<file path="src/rtl/sdram_trk_pkg.sv">
package sdram_trk_pkg;

   typedef enum logic [1:0] {
      OP_ACT   = 2'd0,
      OP_READ  = 2'd1,
      OP_WRITE = 2'd2,
      OP_PRE   = 2'd3
   } req_op_e;

   typedef enum logic [2:0] {
      K_NOP,
      K_ACT,
      K_RD,
      K_WR,
      K_PRE
   } cmd_kind_e;

   typedef struct packed {
      logic cs_n;
      logic ras_n;
      logic cas_n;
      logic we_n;
   } cmd_pins_t;

   localparam cmd_pins_t PINS_NOP = '{cs_n: 1'b0, ras_n: 1'b1, cas_n: 1'b1, we_n: 1'b1};
   localparam cmd_pins_t PINS_ACT = '{cs_n: 1'b0, ras_n: 1'b0, cas_n: 1'b1, we_n: 1'b1};
   localparam cmd_pins_t PINS_RD  = '{cs_n: 1'b0, ras_n: 1'b1, cas_n: 1'b0, we_n: 1'b1};
   localparam cmd_pins_t PINS_WR  = '{cs_n: 1'b0, ras_n: 1'b1, cas_n: 1'b0, we_n: 1'b0};
   localparam cmd_pins_t PINS_PRE = '{cs_n: 1'b0, ras_n: 1'b0, cas_n: 1'b1, we_n: 1'b0};

endpackage

</file>
<file path="src/rtl/sdram_bank_timer.sv">
module sdram_bank_timer #(
   parameter int T_RP = 3
) (
   input  logic clk,
   input  logic rst_n,
   input  logic pre_hit,
   input  logic act_hit,
   output logic is_open,
   output logic is_busy
);
   localparam int CNT_W = (T_RP < 2) ? 1 : $clog2(T_RP);
   localparam logic [CNT_W-1:0] LOAD = CNT_W'(T_RP - 1);

   logic [CNT_W-1:0] cnt_q;
   logic             open_q;

   always_ff @(posedge clk) begin
      if (!rst_n) begin
         cnt_q  <= '0;
         open_q <= 1'b0;
      end else if (pre_hit) begin
         cnt_q  <= LOAD;
         open_q <= 1'b0;
      end else begin
         if (act_hit)
            open_q <= 1'b1;
         if (cnt_q != '0)
            cnt_q <= cnt_q - 1'b1;
      end
   end

   assign is_open = open_q;
   assign is_busy = (cnt_q != '0);
endmodule

</file>
<file path="src/rtl/sdram_cmd_encode.sv">
module sdram_cmd_encode
   import sdram_trk_pkg::*;
(
   input  cmd_kind_e kind,
   output cmd_pins_t pins
);
   always_comb begin
      case (kind)
         K_ACT:   pins = PINS_ACT;
         K_RD:    pins = PINS_RD;
         K_WR:    pins = PINS_WR;
         K_PRE:   pins = PINS_PRE;
         default: pins = PINS_NOP;
      endcase
   end
endmodule

</file>
<file path="src/rtl/sdram_addr_mux.sv">
module sdram_addr_mux
   import sdram_trk_pkg::*;
#(
   parameter int ADDR_W  = 12,
   parameter int BA_W    = 2,
   parameter int A10_BIT = 10
) (
   input  cmd_kind_e         kind,
   input  logic              all_i,
   input  logic [BA_W-1:0]   bank_i,
   input  logic [ADDR_W-1:0] addr_i,
   output logic [ADDR_W-1:0] addr_o,
   output logic [BA_W-1:0]   ba_o
);
   always_comb begin
      addr_o = '0;
      ba_o   = '0;
      case (kind)
         K_ACT: begin
            addr_o = addr_i;
            ba_o   = bank_i;
         end
         K_RD, K_WR: begin
            addr_o          = addr_i;
            addr_o[A10_BIT] = 1'b0;
            ba_o            = bank_i;
         end
         K_PRE: begin
            addr_o[A10_BIT] = all_i;
            ba_o            = all_i ? '0 : bank_i;
         end
         default: ;
      endcase
   end
endmodule

</file>
<file path="src/rtl/sdram_pre_tracker.sv">
module sdram_pre_tracker
   import sdram_trk_pkg::*;
#(
   parameter int NUM_BANKS = 4,
   parameter int ADDR_W    = 12,
   parameter int A10_BIT   = 10,
   parameter int T_RP      = 3,
   localparam int BA_W     = (NUM_BANKS < 2) ? 1 : $clog2(NUM_BANKS)
) (
   input  logic                 clk,
   input  logic                 rst_n,
   input  logic                 req_valid,
   input  logic [1:0]           req_op,
   input  logic                 req_all,
   input  logic [BA_W-1:0]      req_bank,
   input  logic [ADDR_W-1:0]    req_addr,
   output logic                 req_stall,
   output logic                 cmd_cs_n,
   output logic                 cmd_ras_n,
   output logic                 cmd_cas_n,
   output logic                 cmd_we_n,
   output logic [ADDR_W-1:0]    cmd_addr,
   output logic [BA_W-1:0]      cmd_ba,
   output logic [NUM_BANKS-1:0] bank_open,
   output logic [NUM_BANKS-1:0] bank_busy,
   output logic                 err_pulse
);
   if (NUM_BANKS < 2 || (NUM_BANKS & (NUM_BANKS - 1)) != 0) begin : g_bad_banks
      $error("NUM_BANKS must be a power of two, at least 2");
   end
   if (A10_BIT >= ADDR_W) begin : g_bad_a10
      $error("A10_BIT must lie inside the address bus");
   end
   if (T_RP < 1) begin : g_bad_trp
      $error("T_RP must be at least one cycle");
   end

   req_op_e   op_e;
   cmd_kind_e kind;
   logic      err_d;
   logic      sel_open;
   logic      sel_busy;

   logic [NUM_BANKS-1:0] pre_hit;
   logic [NUM_BANKS-1:0] act_hit;

   assign op_e     = req_op_e'(req_op);
   assign sel_open = bank_open[req_bank];
   assign sel_busy = bank_busy[req_bank];

   always_comb begin
      kind      = K_NOP;
      req_stall = 1'b0;
      err_d     = 1'b0;
      if (req_valid) begin
         case (op_e)
            OP_ACT: begin
               if (sel_busy)      req_stall = 1'b1;
               else if (sel_open) err_d     = 1'b1;
               else               kind      = K_ACT;
            end
            OP_READ: begin
               if (sel_open) kind  = K_RD;
               else          err_d = 1'b1;
            end
            OP_WRITE: begin
               if (sel_open) kind  = K_WR;
               else          err_d = 1'b1;
            end
            default: kind = K_PRE;
         endcase
      end
   end

   for (genvar b = 0; b < NUM_BANKS; b++) begin : g_bank
      assign pre_hit[b] = (kind == K_PRE) && (req_all || (req_bank == BA_W'(b)));
      assign act_hit[b] = (kind == K_ACT) && (req_bank == BA_W'(b));

      sdram_bank_timer #(.T_RP(T_RP)) u_timer (
         .clk     (clk),
         .rst_n   (rst_n),
         .pre_hit (pre_hit[b]),
         .act_hit (act_hit[b]),
         .is_open (bank_open[b]),
         .is_busy (bank_busy[b])
      );
   end

   cmd_pins_t         pins_d;
   logic [ADDR_W-1:0] addr_d;
   logic [BA_W-1:0]   ba_d;

   sdram_cmd_encode u_enc (
      .kind (kind),
      .pins (pins_d)
   );

   sdram_addr_mux #(
      .ADDR_W  (ADDR_W),
      .BA_W    (BA_W),
      .A10_BIT (A10_BIT)
   ) u_amux (
      .kind   (kind),
      .all_i  (req_all),
      .bank_i (req_bank),
      .addr_i (req_addr),
      .addr_o (addr_d),
      .ba_o   (ba_d)
   );

   cmd_pins_t pins_q;

   always_ff @(posedge clk) begin
      if (!rst_n) begin
         pins_q    <= PINS_NOP;
         cmd_addr  <= '0;
         cmd_ba    <= '0;
         err_pulse <= 1'b0;
      end else begin
         pins_q    <= pins_d;
         cmd_addr  <= addr_d;
         cmd_ba    <= ba_d;
         err_pulse <= err_d;
      end
   end

   assign cmd_cs_n  = pins_q.cs_n;
   assign cmd_ras_n = pins_q.ras_n;
   assign cmd_cas_n = pins_q.cas_n;
   assign cmd_we_n  = pins_q.we_n;
endmodule

</file>
<file path="config.mk">
export PLATFORM = sky130hd
export DESIGN_NAME = sdram_pre_tracker
export DESIGN_NICKNAME = d
export VERILOG_FILES = /design/src/rtl/sdram_trk_pkg.sv /design/src/rtl/sdram_bank_timer.sv /design/src/rtl/sdram_cmd_encode.sv /design/src/rtl/sdram_addr_mux.sv /design/src/rtl/sdram_pre_tracker.sv
export SDC_FILE = /design/constraint.sdc
export NUM_CORES = 1
export LEC_CHECK = 0
export BUFFER_PORTS_ARGS = -buffer_cell sky130_fd_sc_hd__buf_4
export CAP_MARGIN = 20
export CORE_ASPECT_RATIO = 1.2
export CORE_UTILIZATION = 47
export CTS_BUF_LIST = sky130_fd_sc_hd__clkbuf_4
export CTS_CLUSTER_SIZE = 8
export DETAILED_ROUTE_END_ITERATION = 6
export GPL_TIMING_DRIVEN = 0
export PLACE_DENSITY = 0.75
export REMOVE_ABC_BUFFERS = 1
export SKIP_LAST_GASP = 1
export SLEW_MARGIN = 20
export SYNTH_ARGS = -nofsm -noshare
export SYNTH_HDL_FRONTEND = slang
export SYNTH_SLANG_ARGS = --single-unit
export TNS_END_PERCENT = 10
</file>
<file path="constraint.sdc">
create_clock -name clk -period 3.51 [get_ports clk]
set_input_delay 0.351 -clock clk [delete_from_list [all_inputs] [get_ports clk]]
set_output_delay 0.351 -clock clk [all_outputs]
set_load 0.05 [all_outputs]
</file>
* Word-level counts from Yosys, hierarchy flattened
Cells that the tools add are included.
Cells by class: order comparisons 1, add/sub/neg operators 4, mux-type cells 29, reductions and logical operators 30, bitwise logic cells 1, equal/unequal tests 9
Operators with widths (count):
- two-way mux 2 bit | 11
- nonzero test 2 bit | 8
- case mux 3 bit (4 select lines) | 1
- two-way mux 1 bit | 10
- OR reduction 2 bit | 5
- case mux 3 bit (3 select lines) | 1
- logical AND 1 bit | 8
- subtractor 2 x 1 -> 2 bit (second input constant) | 4
- equality test 2 bit (second input constant) | 3
- equality test 3 x 2 -> 1 bit (second input constant) | 2
- binary-select mux 1 bit (select 2 bit) | 2
- equality test 2 x 1 -> 1 bit (second input constant) | 2
- zero test 2 bit | 2
- logical OR 1 bit | 4
- case mux 1 bit (2 select lines) | 2
- case mux 2 bit (2 select lines) | 1
- AND reduction 2 bit | 2
- equality test 3 x 1 -> 1 bit (second input constant) | 1
- equality test 3 bit (second input constant) | 1
- < comparator 2 x 3 -> 1 bit (second input constant) | 1
- two-way mux 3 bit | 1
- OR reduction 3 bit | 1
- NOT 1 bit | 1
Word-level totals: input bits 20, output and inout port bits 28, flip-flop bits (word level) 31, word-level logic and storage cells 94

* Longest topological paths before layout
Gate-level depths: netlist of run 1.
depth after elaboration 9, depth in mapped cells 6, depth with buffers taken out 5

* Modules after synthesis
Synthesis of run 1 repeated with hierarchy kept, for this count alone.
Unflattened totals: cell total of the unflattened synthesis 148, area, all modules 1422.6 um2
Modules (own cells, without submodules):
- sdram_pre_tracker | instances 1, sequential area each 380.4 um2, area each 828.3 um2, cells an instance 84
- sdram_bank_timer | instances 4, sequential area each 60.1 um2, area each 101.3 um2, cells an instance 9
- sdram_addr_mux | instances 1, sequential area each 0.0 um2, area each 138.9 um2, cells an instance 20
- sdram_cmd_encode | instances 1, sequential area each 0.0 um2, area each 50.0 um2, cells an instance 8

* Least setup slack after synthesis of run 1
No wires, ideal clock.
path type input to output, start point in req_bank[1], end point out req_stall, arrival 1.383 ns, stages on the path 4, buffers on the path 1, setup slack 1.776 ns, required time 3.159 ns, path through buf_6 > and4bb_1 > nor4_1 > and3_1
Between the ends: cells in the longest elaborated chain, start to end 5
Ends and longest elaborated chain:
- start, declared | line sdram_pre_tracker.sv:15 | input logic [BA_W-1:0] req_bank,
- binary-select mux 1 bit (select 2 bit) | line sdram_pre_tracker.sv:49 | assign sel_busy = bank_busy[req_bank];
- two-way mux 1 bit (not written as such) | line sdram_pre_tracker.sv:49
- two-way mux 1 bit | line sdram_pre_tracker.sv:58 | if (sel_busy) req_stall = 1'b1;
- two-way mux 1 bit | line sdram_pre_tracker.sv:56 | case (op_e)
- two-way mux 1 bit | line sdram_pre_tracker.sv:55 | if (req_valid) begin
- end, declared | line sdram_pre_tracker.sv:17 | output logic req_stall,
No other way between the ends. The select of a mux whose other input is x is not followed.

* Final worst setup path of run 1
start point reg g_bank[3].u_timer.cnt_q[0], end point out req_stall
Between the ends: cells in the longest elaborated chain, start to end 6
Ends and longest elaborated chain:
- start, declared | line sdram_bank_timer.sv:14 | logic [CNT_W-1:0] cnt_q;
- start signal, assigned | line sdram_bank_timer.sv:28 | cnt_q <= cnt_q - 1'b1;
- nonzero test 2 bit | line sdram_bank_timer.sv:33 | assign is_busy = (cnt_q != '0);
- binary-select mux 1 bit (select 2 bit) | line sdram_pre_tracker.sv:49
- two-way mux 1 bit (not written as such) | line sdram_pre_tracker.sv:49
- two-way mux 1 bit | line sdram_pre_tracker.sv:58
- two-way mux 1 bit | line sdram_pre_tracker.sv:56
- two-way mux 1 bit | line sdram_pre_tracker.sv:55
No other way between the ends. The select of a mux whose other input is x is not followed.

==> results.py, run 1 <==
metrics = {
    "status": {
        "status": "finished clean",
    },
    "hold_path": {
        "hold_path_depth": 2,
        "whs_endpoint": "cmd_addr[0]$_SDFF_PN0_",
        "min_from": "req_addr[0]",
        "hp-class": "in -> reg",
    },
    "worst_setup_path": {
        "endpoint_kind": "output pin",
        "reg2reg_from": "g_bank[0].u_timer.cnt_q[1]$_SDFFE_PN0P_",
        "crit_required_ns": 3.16,
        "r2r_end": "cmd_ras_n$_SDFF_PN1_",
        "worstSetupPathType": "reg -> out",
        "start_kind": "flop",
        "cp_max_fo": 4,
        "arrival_ns": 1.57,
        "reg2reg_slack_ns": 1.74,
        "reg2reg_depth": 4,
    },
    "synthesis": {
        "yosysWarnings": 0,
        "synth_top_family_by_area": "simple AND/OR/NAND/NOR gates",
        "synth_simple_gate_area_share_pct": 27.00,
        "ys_ff_latch": 30,
        "avgSynthCellArea_sq_um": 10.11,
        "synthAdderAreaFrac_pct": 3.899,
        "synth_mux_area_share_pct": 1.754,
        "synthCells": 127,
        "synthDistinctLibCells": 37,
        "synthXorXnorAreaFrac_pct": 0,
        "synth-compound-area-share_pct": 11.21,
        "synth_area_sq_mm": 0.001284,
        "synth-seq-area-share_pct": 46.78,
    },
    "clock_network": {
        "post_cts_resized": 0,
        "cts_made_buffers": 5,
        "cts_setup_buffers": 0,
        "clkSlewWorstSetupHoldPaths_ns": 0.09,
        "clock_sinks": 30,
        "cts_tree": "built",
        "cts_buffer_depth": 2,
        "root_buffer": "clkbuf_4",
        "clock_latency_ns": 0.32,
        "h-tree-depth": 2,
        "cts_hold_buf": 0,
    },
    "final_layout": {
        "areaGrowthSynthToFinish_pct": 26.12,
        "regArea_sq_um": 600.6,
        "final_common_cell": "buf_4",
        "layout-drive-gt1-share_pct": 37.72,
        "final_nets": 190,
        "multiInputGateArea_sq_um": 566.8,
        "fill_cells": 225,
        "stdcell_count": 200,
        "final_cell_mix": "46 x buf_4, 30 x dfxtp_1, 14 x nor2b_1",
        "final_area_sq_mm": 0.001619,
        "final_util_pct": 63.43,
        "antennaDiodeCount": 0,
    },
    "floorplan": {
        "start_util_pct": 50.29,
        "fp.dieH_um": 59.25,
        "io_pins": 48,
        "dieArea_sq_mm": 0.002945,
        "core.rowCount": 20,
        "core_area_sq_mm": 0.002552,
        "die_w_um": 49.71,
    },
    "routing": {
        "drc": 0,
        "routedWlPerCell_um": 11.87,
        "dr.first_iter.drc_count": 15,
        "totalWireLength_mm": 2.373,
        "drtPass1Iterations": 4,
        "vias_per_cell": 5.025,
        "vias": 1005,
        "drtAntennaViolNets": 0,
    },
    "sta": {
        "drv_slew": 0,
        "setup_ws_ns": 1.585,
        "rsz0062_at_grt": "false",
        "timing.final.crit_share_pct": 54.84,
        "setup_viol": 0,
        "fin_setup_tns_ns": 0,
        "fin_hold_ws_ns": 0.2378,
        "period_minus_slack_ns": 1.925,
        "hold_viol": 0,
        "fmax_ghz": 0.5195,
        "finalClockSkew_ns": 0.004965,
    },
    "placed_design": {
        "place_congestion": 0.7950,
        "placed_cells": 192,
        "preCtsSetupSlack_ns": 1.589,
        "dpl_cell_area_sq_mm": 0.001565,
        "place.port_buffers": 46,
    },
    "grt": {
        "grt_pass1_vias": 876,
        "grt_overflow": 0,
        "grt_pass1_wl_mm": 3.629,
        "grtUsageTotal_pct": 16.88,
        "grt_max_degree": 23,
        "antenna_found_initial": 0,
    },
    "power_and_ir_drop": {
        "leakagePower_nw": 0.7360,
        "pwr_density_cell_mw_per_mm2": 390.3,
        "ir_drop_uv": 327.2,
        "power_mw": 0.6319,
    },
    "run": {
        "drv_cap": 0,
    },
}
==> where the power goes <==
| part | internal (mW) | switching, mW |
|---|---|---|
| Clock | 0.0827 | 0.110 |
| Combinational | 0.0374 | 0.0523 |
| Sequential | 0.346 | 0.00308 |
| Total | 0.466 | 0.166 |
==> final cells by class <==
type,instances,area share (%)
clock buffer,6,2.782
clock inverter,2,0.5410
inverter,3,0.6955
multi-input combinational,80,35.01
sequential,30,37.09
tap,33,2.550
timing repair buffer,46,21.33
==> layer usage <==
layer,up-vias,GRT usage (%),part of all wire (%)
met5,-,0,0
met4,0,10.61,2.9
met3,10,7.436,9.5
met2,53,27.22,45
met1,441,18.12,43
li1,501,-,-
==> critical path, stage by stage (launching register included) <==
cell and delay (ns):
dfxtp_1 0.37, and4bb_1 0.25, nor4_1 0.23, and3_1 0.20, buf_4 0.20
==> how the worst max path moves through the flow <==
stage	from	to	slack (ns)	cells past startpoint
after floorplan	g_bank[3].u_timer.is_open$_SDFFE_PP0P_	cmd_ras_n$_SDFF_PN1_	1.70	3
final	g_bank[3].u_timer.cnt_q[0]$_SDFFE_PP0P_	req_stall	1.59	4
after global routing	g_bank[3].u_timer.cnt_q[0]$_SDFFE_PP0P_	req_stall	1.48	4
after CTS	g_bank[3].u_timer.cnt_q[0]$_SDFFE_PP0P_	req_stall	1.58	4
after global placement	req_bank[1]	cmd_ba[1]$_SDFF_PN0_	1.61	5
after detailed placement	req_bank[1]	cmd_ba[1]$_SDFF_PN0_	1.59	5
==> cells by family after synthesis <==
logic type,Yosys count
buffers and inverters,17
adder cells (fa/ha/maj),4
AND/OR/NAND/NOR,53
multiplexers,1
other,1
AO/OA/AOI/OAI,21
flip-flops,30
==> state kept, by name (all words and copies together) (netlist names) <==
signal	flops
err_pulse	1
g_bank.u_timer.cnt_q	8
cmd_ba	2
cmd_cas_n	1
cmd_we_n	1
cmd_ras_n	1
cmd_addr	12
g_bank.u_timer.is_open	4
==> synthesized netlist by cell type, drive strengths merged <==
master	number	share of area [%]
dfxtp	30	47
nor2b	14	6.8
buf	12	7.6
nand2	12	3.5
o21ai	7	2.7
nand3	6	2.3
a21boi	5	2.9
ha	4	3.9
or2	4	1.9
and4b	3	2.3
inv	3	0.88
a21oi	2	0.78
clkbuf	2	0.59
nor2	2	0.59
nor4	2	1.5
nor4b	2	3.0
o22ai	2	0.97
a21bo	1	0.78
a21o	1	0.59
and2	1	0.49
and3	1	0.49
and3b	1	0.68
and4bb	1	0.97
conb	1	0.29
mux4	1	1.8
nand2b	1	0.49
nand3b	1	0.59
nor3	1	0.39
o211ai	1	0.59
o21a	1	0.59
o41ai	1	1.3
or4	1	0.88
(Power assumes the default switching activity.)
==> inputs of run 2 (changes only) <==
==> constraint.sdc (replaced) <==
create_clock -name clk -period 1.8 [get_ports clk]
set_input_delay 0.18 -clock clk [delete_from_list [all_inputs] [get_ports clk]]
set_output_delay 0.18 -clock clk [all_outputs]
set_load 0.05 [all_outputs]
==> run 2 against run 1 <==
Net effect:
- flip-flop and latch count unchanged
- routed wire length increased by 2.1%
- critical path type unchanged
- design area increased by 1.7%
- via count decreased by 0.80%
- critical endpoint unchanged
- largest power group unchanged
- highest routed layer unchanged
- largest cell class unchanged
==> results.py, run 2 (synthesized netlist as in run 1, its figures left out) <==
metrics = {
    "floorplan": {
        "fp.dieH_um": 59.25,
        "start_util_pct": 50.29,
        "core.rowCount": 20,
        "io_pins": 48,
        "dieArea_sq_mm": 0.002945,
        "die_w_um": 49.71,
        "core_area_sq_mm": 0.002552,
    },
    "hold_path": {
        "hp-class": "in -> reg",
    },
    "sta": {
        "drv_slew": 0,
        "timing.final.crit_share_pct": 99.07,
        "rsz0062_at_grt": "true",
        "fmax_ghz": 0.5608,
        "finalClockSkew_ns": 0.005220,
        "setup_ws_ns": 0.01676,
        "setup_viol": 0,
        "fin_setup_tns_ns": 0,
        "period_minus_slack_ns": 1.783,
        "hold_viol": 0,
    },
    "routing": {
        "dr.first_iter.drc_count": 13,
        "vias_per_cell": 4.985,
        "drtAntennaViolNets": 0,
        "drc": 0,
        "totalWireLength_mm": 2.422,
        "vias": 997,
        "routedWlPerCell_um": 12.11,
        "drtPass1Iterations": 4,
    },
    "grt": {
        "grt_max_degree": 23,
        "grt_pass1_wl_mm": 3.629,
        "grtUsageTotal_pct": 16.88,
        "grt_overflow": 0,
        "antenna_found_initial": 0,
        "grt_pass1_vias": 876,
    },
    "clock_network": {
        "root_buffer": "clkbuf_4",
        "h-tree-depth": 2,
        "cts_hold_buf": 0,
        "cts_made_buffers": 5,
        "cts_buffer_depth": 2,
        "clkSlewWorstSetupHoldPaths_ns": 0.09,
        "cts_setup_buffers": 0,
        "clock_sinks": 30,
        "cts_tree": "built",
        "clock_latency_ns": 0.33,
    },
    "final_layout": {
        "areaGrowthSynthToFinish_pct": 28.27,
        "stdcell_count": 200,
        "largest_reg_flops": 12,
        "antennaDiodeCount": 0,
        "layout-drive-gt1-share_pct": 38.32,
        "final_cell_mix": "45 x buf_4, 30 x dfxtp_1, 14 x nor2b_1",
        "final_common_cell": "buf_4",
        "registers.top_by_ff_count": "cmd_addr",
        "final_nets": 190,
    },
    "worst_setup_path": {
        "cp_max_fo": 4,
        "cp.buffers_inverters": 1,
        "crit_chain": "and4bb_1 -> nor4_2 -> and3_1 -> buf_6",
        "start_kind": "flop",
        "cp_slowest_cell": "dfxtp_1",
        "max_stage_delay_ns": 0.37,
        "worstSetupPathType": "reg -> out",
        "path_delay_family": "simple AND/OR/NAND/NOR gates",
        "arrival_ns": 1.60,
        "endpoint_kind": "output pin",
        "crit_required_ns": 1.62,
    },
    "power_and_ir_drop": {
        "pwr-share-clk_pct": 30.5,
        "p_int_mw": 0.9121,
        "p_sw_share_pct": 26.41,
        "comb_power_share_pct": 14.6,
        "pwr_density_cell_mw_per_mm2": 752.8,
        "p_seq_share_pct": 55.0,
        "switchingPower_mw": 0.3274,
        "leakagePower_nw": 0.7445,
        "ir_drop_uv": 623.4,
    },
    "placed_design": {
        "placed_cells": 192,
        "place_congestion": 0.7950,
        "preCtsSetupSlack_ns": 0.04345,
        "place.port_buffers": 46,
    },
    "run": {
        "drv_cap": 0,
    },
    "status": {
        "status": "finished clean",
    },
}
## run 2: changes by cell type in the layout (fill, tap and decap cells not counted)
cell,previous run,this run
buf_4,46,45
buf_6,0,1
nor4b_2,1,0
nor4_1,1,0
nor4b_4,1,2
nor4_4,0,1
## run 2: per-layer routing
layer | GRT usage (%) | vias to the layer above | part of all wire [%]
li1 | - | 499 | -
met1 | 18.12 | 439 | 42
met2 | 27.22 | 51 | 45
met5 | 0 | - | 0
met3 | 7.436 | 8 | 9.8
met4 | 10.61 | 0 | 2.8
## run 2: per-stage QoR
step | power (mW) | instance area [sq um] | hold WS [ns] | util [%]
2_1_floorplan | 0.7947 | 1179 | 0.2518 | -
3_5_place_dp | 0.8712 | 1565 | 0.4010 | 61.32
3_3_place_gp | 0.8674 | 1565 | 0.3979 | 61.32
4_1_cts | 1.250 | 1619 | 0.04911 | 63.43
6_report | 1.240 | 1647 | 0.06543 | 64.51
5_1_grt | 1.304 | 1647 | 0.04697 | 64.51
## run 2: final cells by class
class | count | area, sq um
Clock buffer | 6 | 45.04
Fill cell | 221 | 905.9
Sequential cell | 30 | 600.6
Multi-Input combinational cell | 80 | 590.6
Timing Repair Buffer | 46 | 349.1
Inverter | 3 | 11.26
Clock inverter | 2 | 8.758
Tap cell | 33 | 41.29
## run 2: final timing paths
| check | from | endpoint | slack, ns | depth (start not counted) |
|---|---|---|---|---|
| hold / removal | req_addr[0] | cmd_addr[0]$_SDFF_PN0_ | 0.07 | 2 |
| setup / recovery | g_bank[3].u_timer.cnt_q[0]$_SDFFE_PP0P_ | req_stall | 0.02 | 4 |
| setup reg to reg | g_bank[3].u_timer.cnt_q[0]$_SDFFE_PP0P_ | cmd_ba[1]$_SDFF_PN0_ | 0.04 | 4 |
| hold reg to reg | g_bank[3].u_timer.cnt_q[1]$_SDFFE_PN0P_ | g_bank[3].u_timer.cnt_q[0]$_SDFFE_PP0P_ | 0.47 | 2 |
## run 2: power groups by stage
stage	combinational (mW)	sequential, mW	clock (mW)
floorplan	0.0687	0.726	0
global placement	0.171	0.696	0
detailed placement	0.175	0.697	0
CTS	0.176	0.681	0.394
global route	0.192	0.683	0.428
finish	0.181	0.681	0.378
## run 2: repair_timing
item,in CTS,in global routing
setup endpoints to repair,0,9
endpoints found under the hold margin,0,0
gates resized for setup,0,4
==> inputs of run 3 (changes only) <==
--- a/config.mk
+++ b/config.mk
@@ -8,12 +8,13 @@
 export BUFFER_PORTS_ARGS = -buffer_cell sky130_fd_sc_hd__buf_4
 export CAP_MARGIN = 20
 export CORE_ASPECT_RATIO = 1.2
-export CORE_UTILIZATION = 47
+export CORE_MARGIN = 4
+export CORE_UTILIZATION = 45
 export CTS_BUF_LIST = sky130_fd_sc_hd__clkbuf_4
 export CTS_CLUSTER_SIZE = 8
 export DETAILED_ROUTE_END_ITERATION = 6
 export GPL_TIMING_DRIVEN = 0
-export PLACE_DENSITY = 0.75
+export PLACE_DENSITY = 0.72
 export REMOVE_ABC_BUFFERS = 1
 export SKIP_LAST_GASP = 1
 export SLEW_MARGIN = 20
==> run 3 against run 2 <==
Net effect:
- via count is 4.7% higher
- critical path depth unchanged
- setup slack better by 0.022 ns
- flip-flop and latch count did not move
- die area is 28% higher
- combinational power is essentially flat
- clock power barely moved
- sequential share of layout area about the same
- sequential power hardly changed
- global-route usage fell by 1.3 points
- critical path type is now reg -> reg
- largest power group unchanged
==> results.py, run 3 (synthesized netlist as in run 1, its figures left out) <==
metrics = {
    "sta": {
        "drv_slew": 0,
        "setup_viol": 0,
        "period_minus_slack_ns": 1.761,
        "fin_hold_ws_ns": 0.07838,
        "fmax_ghz": 0.5678,
        "finalClockSkew_ns": 0.01178,
        "timing.final.crit_share_pct": 97.85,
        "hold_viol": 0,
        "rsz0062_at_grt": "true",
    },
    "final_layout": {
        "final_nets": 190,
        "areaGrowthSynthToFinish_pct": 28.46,
        "fill_cells": 245,
        "final_cell_mix": "45 x buf_4, 29 x dfxtp_1, 14 x nor2b_1",
        "final_common_cell": "buf_4",
        "layout-drive-gt1-share_pct": 39.52,
        "largest_reg_flops": 12,
        "final_util_pct": 62.76,
        "registers.top_by_ff_count": "cmd_addr",
        "stdcell_count": 200,
        "antennaDiodeCount": 0,
    },
    "placed_design": {
        "place.port_buffers": 46,
        "placed_cells": 192,
        "place_congestion": 0.7575,
        "dp_hpwl_mm": 2.041,
    },
    "clock_network": {
        "post_cts_resized": 1,
        "clkSlewWorstSetupHoldPaths_ns": 0.09,
        "root_buffer": "clkbuf_4",
        "h-tree-depth": 2,
        "clock_sinks": 30,
        "cts_setup_buffers": 0,
        "cts_buffer_depth": 2,
        "clock_latency_ns": 0.32,
        "cts_made_buffers": 5,
        "cts_tree": "built",
        "cts_hold_buf": 0,
    },
    "grt": {
        "grt_overflow": 0,
        "antenna_found_initial": 0,
        "grt_pass1_wl_mm": 4.519,
        "grt_max_degree": 23,
        "grt_pass1_vias": 991,
        "grtUsageTotal_pct": 15.61,
    },
    "worst_setup_path": {
        "cp_slowest_cell": "or4_4",
        "cp_max_fo": 6,
        "start_kind": "flop",
        "r2r_end": "cmd_ras_n$_SDFF_PN1_",
        "arrival_ns": 1.97,
        "crit_chain": "nor4b_4 -> o41ai_2 -> or4_4 -> a21bo_1",
        "reg2reg_depth": 4,
        "endpoint_kind": "flop",
        "crit_required_ns": 2.01,
        "path_delay_family": "simple AND/OR/NAND/NOR gates",
        "max_stage_delay_ns": 0.55,
        "cp.buffers_inverters": 0,
        "worstSetupPathType": "reg -> reg",
        "reg2reg_from": "g_bank[2].u_timer.cnt_q[1]$_SDFFE_PN0P_",
        "reg2reg_slack_ns": 0.04,
    },
    "power_and_ir_drop": {
        "pwr_density_cell_mw_per_mm2": 753.0,
        "ir_drop_uv": 438.4,
        "leakagePower_nw": 0.7453,
    },
    "hold_path": {
        "hp-class": "in -> reg",
        "min_from": "req_addr[0]",
        "whs_endpoint": "cmd_addr[0]$_SDFF_PN0_",
        "hold_path_depth": 2,
    },
    "routing": {
        "drc": 0,
        "vias_per_cell": 5.220,
        "vias": 1044,
        "routedWlPerCell_um": 13.61,
        "dr.first_iter.drc_count": 18,
        "drtPass1Iterations": 4,
        "totalWireLength_mm": 2.721,
        "drtAntennaViolNets": 0,
    },
    "floorplan": {
        "fp.dieH_um": 66.51,
        "dieArea_sq_mm": 0.003775,
        "die_w_um": 56.76,
        "core_area_sq_mm": 0.002628,
        "core.rowCount": 20,
        "io_pins": 48,
        "start_util_pct": 48.86,
    },
    "status": {
        "status": "finished clean",
    },
    "run": {
        "drv_cap": 0,
    },
}
## run 3: worst max-delay path by stage
stage | start | to | slack, ns | cells after the start
2_1_floorplan | g_bank[3].u_timer.is_open$_SDFFE_PP0P_ | cmd_ras_n$_SDFF_PN1_ | -0.01 | 3
3_5_place_dp | req_bank[1] | cmd_ba[0]$_SDFF_PN0_ | 0.02 | 5
6_report | g_bank[2].u_timer.cnt_q[1]$_SDFFE_PN0P_ | cmd_ras_n$_SDFF_PN1_ | 0.04 | 4
3_3_place_gp | req_bank[1] | cmd_ba[0]$_SDFF_PN0_ | 0.05 | 5
4_1_cts | g_bank[3].u_timer.cnt_q[0]$_SDFFE_PP0P_ | req_stall | 0.01 | 4
5_1_grt | g_bank[3].u_timer.cnt_q[1]$_SDFFE_PN0P_ | req_stall | -0.06 | 4
## run 3: report_power, final
group	total, mW	internal [mW]	switching (mW)
Clock	0.377	0.161	0.216
Sequential	0.682	0.675	0.00672
Combinational	0.183	0.0765	0.106
Total	1.24	0.913	0.329
## run 3: stage by stage
step | setup WS (ns) | setup TNS, ns | instance area (sq um) | power (mW)
after floorplan | -0.01316 | -0.01316 | 1179 | 0.7947
after global placement | 0.05461 | 0 | 1565 | 0.8687
after detailed placement | 0.01931 | 0 | 1565 | 0.8732
after CTS | 0.009739 | 0 | 1620 | 1.252
after global routing | -0.05657 | -0.06184 | 1649 | 1.308
final | 0.03879 | 0 | 1649 | 1.242
## run 3: final cells by class
| class | count | area (sq um) | share of cell area, % |
|---|---|---|---|
| sequential | 30 | 601.8 | 36.49 |
| multi-input combinational | 80 | 591.8 | 35.89 |
| timing repair buffer | 46 | 349.1 | 21.17 |
| clock buffer | 6 | 45.04 | 2.731 |
| tap | 33 | 41.29 | 2.504 |
| inverter | 3 | 11.26 | 0.6829 |
| clock inverter | 2 | 8.758 | 0.5311 |
## run 3: worst register-to-register path, delay by kind of cell (launching register included)
family / cells / cell delay (ns)
DFF: 1 / 0.37
and+or+nand+nor: 2 / 0.92
AOI/OAI and AO/OA: 2 / 0.37
## run 3: routing by layer
| layer | global-route usage [%] | share of wire [%] | vias up |
|---|---|---|---|
| li1 | - | - | 503 |
| met1 | 17.42 | 40 | 485 |
| met2 | 26.01 | 47 | 52 |
| met3 | 8.140 | 11 | 4 |
| met4 | 4.348 | 1.1 | 0 |
| met5 | 0 | 0 | - |
